[src/rtl/crt_pkg.sv]
package crt_pkg;

  typedef enum logic [2:0] {
    REG_HTIME = 3'd0,
    REG_HSYNC = 3'd1,
    REG_VTIME = 3'd2,
    REG_VSYNC = 3'd3,
    REG_BASE  = 3'd4,
    REG_PITCH = 3'd5,
    REG_CTRL  = 3'd6
  } reg_idx_e;

  typedef enum logic [1:0] {
    PIX_8  = 2'd0,
    PIX_15 = 2'd1,
    PIX_16 = 2'd2,
    PIX_32 = 2'd3
  } pix_code_e;

  localparam int UPPER_LSB   = 16;
  localparam int HS_TOP_POS  = 12;
  localparam int HSW_BITS    = 6;
  localparam int VSW_BITS    = 5;
  localparam int CTL_RUN_A   = 0;
  localparam int CTL_RUN_B   = 1;
  localparam int CTL_HNEG    = 2;
  localparam int CTL_VNEG    = 3;
  localparam int CTL_PIX_LSB = 8;

  // log2 of bytes per 8-pixel character for a format code
  function automatic logic [2:0] char_shift(input logic [1:0] code);
    case (code)
      PIX_8:   char_shift = 3'd3;
      PIX_15:  char_shift = 3'd4;
      PIX_16:  char_shift = 3'd4;
      default: char_shift = 3'd5;
    endcase
  endfunction

endpackage

[src/rtl/crt_regs.sv]
module crt_regs
  import crt_pkg::*;
#(
  parameter int HW = 9,
  parameter int VW = 11,
  parameter int AW = 20,
  parameter int PW = 10,
  parameter int DW = 32
) (
  input  logic                clk,
  input  logic                rst,
  input  logic                wr_en,
  input  logic [2:0]          wr_addr,
  input  logic [DW-1:0]       wr_data,
  input  logic                load,
  output logic                run,
  output logic [HW-1:0]       htot,
  output logic [HW-1:0]       hdisp,
  output logic [HW-1:0]       hss,
  output logic [HSW_BITS-1:0] hsw,
  output logic [VW-1:0]       vtot,
  output logic [VW-1:0]       vdisp,
  output logic [VW-1:0]       vss,
  output logic [VSW_BITS-1:0] vsw,
  output logic [AW-1:0]       base,
  output logic [PW-1:0]       pitch,
  output logic                hneg,
  output logic                vneg,
  output logic [1:0]          pix
);

  typedef struct packed {
    logic [HW-1:0]       htot;
    logic [HW-1:0]       hdisp;
    logic [HW-1:0]       hss;
    logic [HSW_BITS-1:0] hsw;
    logic [VW-1:0]       vtot;
    logic [VW-1:0]       vdisp;
    logic [VW-1:0]       vss;
    logic [VSW_BITS-1:0] vsw;
    logic [AW-1:0]       base;
    logic [PW-1:0]       pitch;
    logic                hneg;
    logic                vneg;
    logic [1:0]          pix;
  } tset_t;

  tset_t      shd_q, shd_d, act_q;
  logic [1:0] en_q, en_d;
  logic       unused_wr_bits;

  assign unused_wr_bits = ^wr_data;

  // staged copy with the current write merged in
  always_comb begin
    shd_d = shd_q;
    en_d  = en_q;
    if (wr_en) begin
      case (wr_addr)
        REG_HTIME: begin
          shd_d.htot  = wr_data[HW-1:0];
          shd_d.hdisp = wr_data[UPPER_LSB +: HW];
        end
        REG_HSYNC: begin
          shd_d.hss = HW'({wr_data[HS_TOP_POS], wr_data[7:0]});
          shd_d.hsw = wr_data[UPPER_LSB +: HSW_BITS];
        end
        REG_VTIME: begin
          shd_d.vtot  = wr_data[VW-1:0];
          shd_d.vdisp = wr_data[UPPER_LSB +: VW];
        end
        REG_VSYNC: begin
          shd_d.vss = wr_data[VW-1:0];
          shd_d.vsw = wr_data[UPPER_LSB +: VSW_BITS];
        end
        REG_BASE:  shd_d.base  = {wr_data[AW-1:3], 3'b000};
        REG_PITCH: shd_d.pitch = wr_data[PW-1:0];
        REG_CTRL: begin
          en_d       = {wr_data[CTL_RUN_B], wr_data[CTL_RUN_A]};
          shd_d.hneg = wr_data[CTL_HNEG];
          shd_d.vneg = wr_data[CTL_VNEG];
          shd_d.pix  = wr_data[CTL_PIX_LSB +: 2];
        end
        default: ;
      endcase
    end
  end

  always_ff @(posedge clk) begin
    if (rst) begin
      shd_q <= '0;
      act_q <= '0;
      en_q  <= '0;
    end else begin
      shd_q <= shd_d;
      en_q  <= en_d;
      if (load) act_q <= shd_d;
    end
  end

  assign run   = &en_q;
  assign htot  = act_q.htot;
  assign hdisp = act_q.hdisp;
  assign hss   = act_q.hss;
  assign hsw   = act_q.hsw;
  assign vtot  = act_q.vtot;
  assign vdisp = act_q.vdisp;
  assign vss   = act_q.vss;
  assign vsw   = act_q.vsw;
  assign base  = act_q.base;
  assign pitch = act_q.pitch;
  assign hneg  = act_q.hneg;
  assign vneg  = act_q.vneg;
  assign pix   = act_q.pix;

endmodule

[src/rtl/crt_raster.sv]
module crt_raster #(
  parameter int HW = 9,
  parameter int VW = 11
) (
  input  logic          clk,
  input  logic          rst,
  input  logic          run,
  input  logic [HW-1:0] htot,
  input  logic [VW-1:0] vtot,
  output logic [HW-1:0] h_cnt,
  output logic [VW-1:0] v_cnt,
  output logic          line_end,
  output logic          frame_end
);

  assign line_end  = run && (h_cnt == htot);
  assign frame_end = line_end && (v_cnt == vtot);

  always_ff @(posedge clk) begin
    if (rst || !run) begin
      h_cnt <= '0;
      v_cnt <= '0;
    end else if (line_end) begin
      h_cnt <= '0;
      v_cnt <= (v_cnt == vtot) ? '0 : v_cnt + 1'b1;
    end else begin
      h_cnt <= h_cnt + 1'b1;
    end
  end

endmodule

[src/rtl/crt_sync_win.sv]
module crt_sync_win #(
  parameter int CW = 9,
  parameter int WW = 6
) (
  input  logic [CW-1:0] pos,
  input  logic [CW-1:0] start,
  input  logic [WW-1:0] width,
  output logic          active
);

  localparam int EW = ((CW > WW) ? CW : WW) + 1;

  logic [EW-1:0] pos_x, start_x, stop_x;

  assign pos_x   = EW'(pos);
  assign start_x = EW'(start);
  assign stop_x  = start_x + EW'(width);
  assign active  = (pos_x >= start_x) && (pos_x < stop_x);

endmodule

[src/rtl/crt_fetch_addr.sv]
module crt_fetch_addr
  import crt_pkg::*;
#(
  parameter int HW = 9,
  parameter int AW = 20,
  parameter int PW = 10
) (
  input  logic          clk,
  input  logic          rst,
  input  logic          load,
  input  logic          line_end,
  input  logic [HW-1:0] h_cnt,
  input  logic [AW-1:0] base,
  input  logic [PW-1:0] pitch,
  input  logic [1:0]    pix,
  output logic [AW-1:0] addr
);

  logic [2:0]    shift;
  logic [AW-1:0] stride, char_off, line_off;

  assign shift    = char_shift(pix);
  assign stride   = AW'(pitch) << shift;
  assign char_off = AW'(h_cnt) << shift;
  assign addr     = base + line_off + char_off;

  // running offset of the current line from the frame base
  always_ff @(posedge clk) begin
    if (rst || load)   line_off <= '0;
    else if (line_end) line_off <= line_off + stride;
  end

endmodule

[src/rtl/crt_timing_gen.sv]
module crt_timing_gen
  import crt_pkg::*;
#(
  parameter int HW = 9,
  parameter int VW = 11,
  parameter int AW = 20,
  parameter int PW = 10,
  parameter int DW = 32
) (
  input  logic          clk,
  input  logic          rst,
  input  logic          wr_en,
  input  logic [2:0]    wr_addr,
  input  logic [DW-1:0] wr_data,
  output logic          de_o,
  output logic          hsync_o,
  output logic          vsync_o,
  output logic [AW-1:0] fetch_addr_o
);

  logic                run, load, line_end, frame_end;
  logic [HW-1:0]       htot_a, hdisp_a, hss_a, h_cnt;
  logic [HSW_BITS-1:0] hsw_a;
  logic [VW-1:0]       vtot_a, vdisp_a, vss_a, v_cnt;
  logic [VSW_BITS-1:0] vsw_a;
  logic [AW-1:0]       base_a, addr_c;
  logic [PW-1:0]       pitch_a;
  logic                hneg_a, vneg_a;
  logic [1:0]          pix_a;
  logic                de_c, hact, vact;

  assign load = !run || frame_end;

  crt_regs #(.HW(HW), .VW(VW), .AW(AW), .PW(PW), .DW(DW)) u_regs (
    .clk(clk), .rst(rst), .wr_en(wr_en), .wr_addr(wr_addr), .wr_data(wr_data),
    .load(load), .run(run),
    .htot(htot_a), .hdisp(hdisp_a), .hss(hss_a), .hsw(hsw_a),
    .vtot(vtot_a), .vdisp(vdisp_a), .vss(vss_a), .vsw(vsw_a),
    .base(base_a), .pitch(pitch_a), .hneg(hneg_a), .vneg(vneg_a), .pix(pix_a)
  );

  crt_raster #(.HW(HW), .VW(VW)) u_raster (
    .clk(clk), .rst(rst), .run(run), .htot(htot_a), .vtot(vtot_a),
    .h_cnt(h_cnt), .v_cnt(v_cnt), .line_end(line_end), .frame_end(frame_end)
  );

  crt_sync_win #(.CW(HW), .WW(HSW_BITS)) u_hwin (
    .pos(h_cnt), .start(hss_a), .width(hsw_a), .active(hact)
  );

  crt_sync_win #(.CW(VW), .WW(VSW_BITS)) u_vwin (
    .pos(v_cnt), .start(vss_a), .width(vsw_a), .active(vact)
  );

  crt_fetch_addr #(.HW(HW), .AW(AW), .PW(PW)) u_addr (
    .clk(clk), .rst(rst), .load(load), .line_end(line_end), .h_cnt(h_cnt),
    .base(base_a), .pitch(pitch_a), .pix(pix_a), .addr(addr_c)
  );

  assign de_c = (h_cnt <= hdisp_a) && (v_cnt <= vdisp_a);

  always_ff @(posedge clk) begin
    if (rst) begin
      de_o         <= 1'b0;
      hsync_o      <= 1'b0;
      vsync_o      <= 1'b0;
      fetch_addr_o <= '0;
    end else if (!run) begin
      de_o         <= 1'b0;
      hsync_o      <= hneg_a;
      vsync_o      <= vneg_a;
      fetch_addr_o <= '0;
    end else begin
      de_o         <= de_c;
      hsync_o      <= hact ^ hneg_a;
      vsync_o      <= vact ^ vneg_a;
      fetch_addr_o <= de_c ? addr_c : '0;
    end
  end

endmodule

[config.mk]
export PLATFORM = sky130hd
export DESIGN_NAME = crt_timing_gen
export DESIGN_NICKNAME = d
export VERILOG_FILES = /design/src/rtl/crt_pkg.sv /design/src/rtl/crt_regs.sv /design/src/rtl/crt_raster.sv /design/src/rtl/crt_sync_win.sv /design/src/rtl/crt_fetch_addr.sv /design/src/rtl/crt_timing_gen.sv
export SDC_FILE = /design/constraint.sdc
export NUM_CORES = 1
export LEC_CHECK = 0
export CORE_ASPECT_RATIO = 0.6
export CORE_MARGIN = 8
export CORE_UTILIZATION = 45
export DETAILED_ROUTE_END_ITERATION = 10
export PLACE_DENSITY = 0.62
export SYNTH_ARGS = -nofsm -noshare
export SYNTH_HDL_FRONTEND = slang
export SYNTH_HIERARCHICAL = 1
export SYNTH_SLANG_ARGS = --single-unit
export TNS_END_PERCENT = 10
[constraint.sdc]
create_clock -name clk -period 4.75 [get_ports clk]
set_input_delay 0.475 -clock clk [delete_from_list [all_inputs] [get_ports clk]]
set_output_delay 0.475 -clock clk [all_outputs]
set_load 0.01 [all_outputs]
=== Word level (Yosys, flattened, before mapping) ===
Cells that the tools add are included.

* Register bits after elaboration: 275
* Bits of input ports: 38
* Logic and storage cells: 92

* Add/subtract/negate cells: 7
* Order comparisons: 6
* Eq/ne operators: 10
* Shifts and indexed selects: 2
* Muxes and demuxes: 12
* Bitwise operators: 4
* Reductions and logical operators: 17

{| class="wikitable"
|+ Operators with widths
! kind !! count
|-
| two-way mux 105 bit || 1
|-
| adder 20 bit || 3
|-
| two-way mux 22 bit || 1
|-
| two-way mux 20 bit || 1
|-
| << shifter 10 x 3 -> 20 bit || 1
|-
| << shifter 9 x 3 -> 20 bit || 1
|-
| two-way mux 18 bit || 1
|-
| two-way mux 16 bit || 1
|-
| two-way mux 15 bit || 1
|-
| adder 11 x 5 -> 12 bit || 1
|-
| less-than comparator 11 x 12 -> 1 bit || 1
|-
| adder 11 x 1 -> 11 bit, second input constant || 1
|-
| == test 11 bit || 1
|-
| >= comparator 11 bit || 1
|-
| <= comparator 11 bit || 1
|-
| two-way mux 11 bit || 1
|-
| adder 9 x 6 -> 10 bit || 1
|-
| less-than comparator 9 x 10 -> 1 bit || 1
|-
| two-way mux 10 bit || 1
|-
| adder 9 x 1 -> 9 bit, second input constant || 1
|-
| == test 3 bit, second input constant || 3
|-
| == test 9 bit || 1
|-
| >= comparator 9 bit || 1
|-
| <= comparator 9 bit || 1
|-
| 17 further kinds || 30
|}

=== Logic depth before layout (Yosys ltp) ===
* Word-level depth: 5
* Gate-level depth with buffers: 20
* Mapped depth without buffers: 18

=== Cells and area by module ===
The synthesis kept the hierarchy.

{| class="wikitable"
|+ By module, submodules not included
! module !! instances !! cells each !! area an instance (µm²)
|-
| crt_regs || 1 || 703 || 7,273.2
|-
| crt_fetch_addr || 1 || 461 || 3,558.4
|-
| crt_timing_gen || 1 || 149 || 1,448.9
|-
| crt_raster || 1 || 131 || 1,171.1
|-
| crt_sync_win at u_vwin || 1 || 95 || 764.5
|-
| crt_sync_win at u_hwin || 1 || 92 || 745.7
|}

=== Worst setup path after synthesis ===
OpenSTA, ideal clock, no wires.

* Path kind: reg-to-reg
* From: register u_regs.act_q, in the netlist u_regs/pix[0]
* To: register fetch_addr_o[17]
* Library setup time: 87 ps
* Arrival time: 3,923 ps
* Required time: 4,663 ps
* Setup slack: 740 ps
* Cell stages (with the launch flop): 20
* Path buffers: 2
* Path through: dfxtp_1 -> inv_1 -> ha_1 -> clkbuf_1 -> buf_2 -> mux2i_1 -> o21ai_0 -> and2_1 -> fa_1 -> inv_1 -> fa_1 -> nor2b_1 -> o211ai_2 -> a21bo_1 -> a211oi_1 -> o31a_1 -> o41a_1 -> xor2_1 -> inv_1 -> a221oi_2

* Cells in the longest elaborated chain, start to end: 5

{| class="wikitable"
|+ Ends and longest elaborated chain
! element !! RTL line !! source
|-
| start: declaration || crt_regs.sv:48 || <nowiki>tset_t shd_q, shd_d, act_q;</nowiki>
|-
| start signal: assignment || crt_regs.sv:92 || <nowiki>act_q <= '0;</nowiki>
|-
| start signal: assignment || crt_regs.sv:97 || <nowiki>if (load) act_q <= shd_d;</nowiki>
|-
| == test 2 x 1 -> 1 bit / == test 2 bit (equally long branches) || crt_pkg.sv:32 || <nowiki>case (code)</nowiki>
|-
| OR reduction 2 bit (no source line) || -- ||
|-
| case mux 3 bit (2 select lines) (*) || crt_pkg.sv:32 ||
|-
| << shifter 9 x 3 -> 20 bit (*) || crt_fetch_addr.sv:24 || <nowiki>assign char_off = AW'(h_cnt) << shift;</nowiki>
|-
| adder 20 bit (*) || crt_fetch_addr.sv:25 || <nowiki>assign addr = base + line_off + char_off;</nowiki>
|-
| via addr_c[17] || crt_timing_gen.sv:26 || <nowiki>logic [AW-1:0] base_a, addr_c;</nowiki>
|-
| end signal: assignment || crt_timing_gen.sv:77 || <nowiki>fetch_addr_o <= de_c ? addr_c : '0;</nowiki>
|-
| end: declaration || crt_timing_gen.sv:18 || <nowiki>output logic [AW-1:0] fetch_addr_o</nowiki>
|}

Mark *: on every way through the listed nets, which the timed path passes. The rest lies on a longest branch.
A chain may end at the register's enable or synchronous reset.

=== Final worst setup path ===
* From: register u_regs.act_q, in the netlist u_regs/pix[0]
* To: register fetch_addr_o[18]

The elaborated chain is that of the path after synthesis.

==> qor.txt <==
TIMING
------------------------------------------------------------------------------------------
Max Clock Freq                                                                   234.2 MHz
Number of max-slew violations in the final report                                        0
Total count of hold-check failures in the final report                                   0
Final number of setup-violating endpoints                                                0
Worst slew margin relative to its limit                                             0.1774
Tightest Pin Transition                                                           1.234 ns
RSZ-0062 raised after global routing                                                    no
Period utilization                                                                  0.8988
Final-layout setup total negative slack                                               0 ns
Post-layout minimum cycle time                                                    4.269 ns
Post-layout worst setup margin                                                   0.4805 ns
Maximum clock skew at final layout                                              0.02130 ns

POWER AND IR DROP
------------------------------------------------------------------------------------------
Peak ir drop on the vdd network                                                0.0002740 V
Static power due to leakage                                                       6.969 nW
Power density of the placed cells                                             294.0 nW/um^2

GLOBAL ROUTING
------------------------------------------------------------------------------------------
Vias in the first global route                                                       10890
Maximum number of pins on one net before global-route repair                           120
Antenna violations before repair                                                         0
Global route hottest layer                                                            met1
Combined global-route utilization of all metal layers                               0.1996
Residual overflow from global routing                                                    0
Met2 GRT Util                                                                       0.2491
Met1 Track Usage GR                                                                 0.3227
Wire length of the first global-routing pass                                      62960 um
Routing usage on met3                                                              0.06076

DIE
------------------------------------------------------------------------------------------
Die area                                                                       39530 sq um
Die Y                                                                             157.2 um
Area of the placeable core                                                     32610 sq um
Placement Rows                                                                          51
Width of the die                                                                  251.4 um
Number of top-level pins                                                                61
Effective utilization at floorplan                                                  0.4588

PLACE
------------------------------------------------------------------------------------------
Last weighted congestion value of the routability-driven placer                     0.9327
Count of port buffers added during placement                                            55
Worst slack at placement                                                         0.4195 ns
HPWL reported at the end of detailed placement                                    29890 um

SYNTH
------------------------------------------------------------------------------------------
Most common cell in the synthesized netlist                                   sky130_fd_sc_hd__nor2_1
Syn Std Cell Area                                                              14960 sq um
Top cell types by occurrence after synthesis                                  sky130_fd_sc_hd__nor2_1, sky130_fd_sc_hd__dfxtp_1, sky130_fd_sc_hd__mux2i_1
FFs w/ async S/R, synth                                                                  0
Leading post-synthesis cells by cell area                                     sky130_fd_sc_hd__dfxtp_1, sky130_fd_sc_hd__ha_1, sky130_fd_sc_hd__mux2i_1
Cell variety after synth                                                                90
Number of enable flip-flop cells after synthesis                                         0
Flop and latch count out of synthesis                                                  275
Seq/Total Area, Yosys                                                               0.3680
Syn_nets                                                                              1800
Syn Inst Count                                                                        1631
Post-synthesis cell type with the largest combined area                       sky130_fd_sc_hd__dfxtp_1
Top cell type's share of synthesized area                                           0.3680
Count of yosys warnings during synthesis                                                 6
Primary FF master, synth                                                      sky130_fd_sc_hd__dfxtp_1
Mean instance size in the synthesized netlist                                  9.173 sq um

ROUTE
------------------------------------------------------------------------------------------
Antenna-violating nets left                                                              0
Post-Route WL                                                                     40060 um
Detailed-route vias per instance                                                     5.563
Number of detailed-routing iterations run before antenna repair                          5
Wire length per cell after detailed routing                                       18.88 um
Iteration-0 DRC count of the detailed router                                           965
Via total after detailed routing                                                     11810
DRC violation count after routing                                                        0

CRITICAL PATH
------------------------------------------------------------------------------------------
CP max FO                                                                                9
Critical-path cell with the highest stage delay                               sky130_fd_sc_hd__fa_1
Worst Reg-to-Reg Cells                                                                  18
Path length in cells of the critical path                                               18
Data arrival at the endpoint of the critical path                                  4.74 ns
Endpoint kind of the worst setup timing path                                      register
Crit path cell chain                                                          inv_1 > ha_1 > buf_4 > mux2i_1 > a21oi_1 > a21oi_1 > fa_1 > inv_1 > ha_1 > a21oi_1 > o21ai_1 > o211a_1 > nor2_1 > o21ai_1 > a311oi_1 > xnor2_1 > inv_1 > a221oi_2
Required time of the critical path                                                 5.22 ns
Count of buffering cells on the critical path with inverters included                    4
Critical path type                                                            register to register
Largest delay share family, worst path                                        compound AO/OA/AOI/OAI gates
Slowest Stage Delay on Critical Path                                               0.50 ns
Type of element launching the critical path                                       register

MIN PATH
------------------------------------------------------------------------------------------
Hold crit path type                                                           input port to register
Number of cells traversed by the worst hold path                                         2

CTS
------------------------------------------------------------------------------------------
Clock latency reported for the late side of the worst-skew pair                    0.56 ns
Clock tree from TritonCTS                                                            built
Sinks on Clock Net                                                                     275
Root Buffer                                                                   sky130_fd_sc_hd__clkbuf_16
Number of clock buffers inserted by TritonCTS                                           27
Htree depth                                                                              1
CTS Hold Bufs                                                                            0
Maximum root-to-sink buffer count                                                        3
Clock edge transition at the registers on the reported setup and hold paths        0.07 ns

FINAL LAYOUT
------------------------------------------------------------------------------------------
Area growth from synthesis to layout                                                12.16%
Fraction of layout instances using a drive strength above 1                        0.07835
Count of antenna diodes in the layout                                                    0
Final-stage net count                                                                 1822

JOB
------------------------------------------------------------------------------------------
MaxCap Viol Count                                                                        0

OUTCOME
------------------------------------------------------------------------------------------
Status                                                                           completed

layout make-up:
cell class                 instances  area, sq um
timing repair buffer              79        744.5
clock buffer                      32        734.5
inverter                         115        431.7
multi-input combinational       1155         8626
tap                              450        563.0
sequential                       275         5505
fill                            3042        15830
clock inverter                    16        176.4
cells in the final DEF, fill, tap and decap left out, types with 16 or more instances in the layout:
| cell | Yosys | layout |
|---|---|---|
| sky130_fd_sc_hd__a211oi_1 | 118 | 117 |
| sky130_fd_sc_hd__a21o_1 | 34 | 34 |
| sky130_fd_sc_hd__a21oi_1 | 49 | 48 |
| sky130_fd_sc_hd__a221oi_2 | 19 | 19 |
| sky130_fd_sc_hd__buf_4 | 6 | 23 |
| sky130_fd_sc_hd__clkbuf_16 | 0 | 27 |
| sky130_fd_sc_hd__clkdlybuf4s50_1 | 0 | 54 |
| sky130_fd_sc_hd__dfxtp_1 | 275 | 275 |
| sky130_fd_sc_hd__fa_1 | 16 | 16 |
| sky130_fd_sc_hd__ha_1 | 115 | 115 |
| sky130_fd_sc_hd__inv_1 | 113 | 113 |
| sky130_fd_sc_hd__mux2i_1 | 134 | 134 |
| sky130_fd_sc_hd__nand2_1 | 50 | 50 |
| sky130_fd_sc_hd__nand3_1 | 21 | 21 |
| sky130_fd_sc_hd__nor2_1 | 278 | 278 |
| sky130_fd_sc_hd__nor3_1 | 23 | 23 |
| sky130_fd_sc_hd__o21ai_0 | 25 | 25 |
| sky130_fd_sc_hd__xnor2_1 | 54 | 54 |
cells by family (layout without fill, tap and decap cells):
logic type / Yosys count / in the layout / synth area share
AND/OR/NAND/NOR: 471 / 471 / 0.1447
AO/OA/AOI/OAI: 340 / 340 / 0.1748
flip-flops: 275 / 275 / 0.3680
buffers and inverters: 201 / 242 / 0.05695
multiplexers: 144 / 144 / 0.09768
adder cells (fa/ha/maj): 131 / 131 / 0.1176
XOR/XNOR: 69 / 69 / 0.04039
layer usage:
layer	wire length [um]	share of wire
met2	14020	0.35
met3	3457	0.086
met4	493	0.012
met1	22090	0.55
met5	0	0
path summary, 6_finish.rpt:
path | startpoint | end | slack (ns)
max | u_regs/pix[0] | fetch_addr_o[18] | 0.48
min | rst | u_regs/shd_q[101] | 0.30
max reg2reg | u_regs/pix[0] | fetch_addr_o[18] | 0.48
min reg2reg | u_regs/shd_q[14] | u_regs/shd_q[14] | 0.46
state kept, by name, summed over array words and instances, names as in the netlist, 5 cells and up:
signal and count:
u_regs/shd_q 105, u_regs/pitch 10, u_regs/base 20, u_raster/v_cnt 11, u_regs/vss 11, u_regs/vtot 11
u_regs/hdisp 9, u_regs/vdisp 11, u_regs/vsw 5, u_raster/h_cnt 9, u_regs/hsw 6, u_regs/htot 9
u_addr/line_off 20, u_regs/hss 9, fetch_addr_o 20
per-stage QoR:
step                      hold slack (ns)  std cells  area, sq um    util  power [mW]
final                              0.3029       2122        16780  0.5146       4.933
after global routing               0.3081       2122        16780  0.5146       5.113
after CTS                          0.2847       2122        16780  0.5145       4.987
after detailed placement           0.4510       2074        15870  0.4866       2.762
after global placement             0.4466       2074        15870  0.4866       2.755
after floorplan                    0.4299       1631        14960       -       2.641
where the power goes:
part	total (mW)	switching (mW)	internal, mW	leakage (nW)
clock	2.22	0.946	1.27	0.442
sequential	2.37	0.0266	2.34	2.22
combinational	0.345	0.215	0.130	4.30
total	4.93	1.19	3.74	6.97
repair_timing:
item                       CTS  global route
gates resized for setup      0             1
setup buffers                0             0
setup endpoints to repair    0             1
No activity file was read; power rests on OpenSTA's default activity.
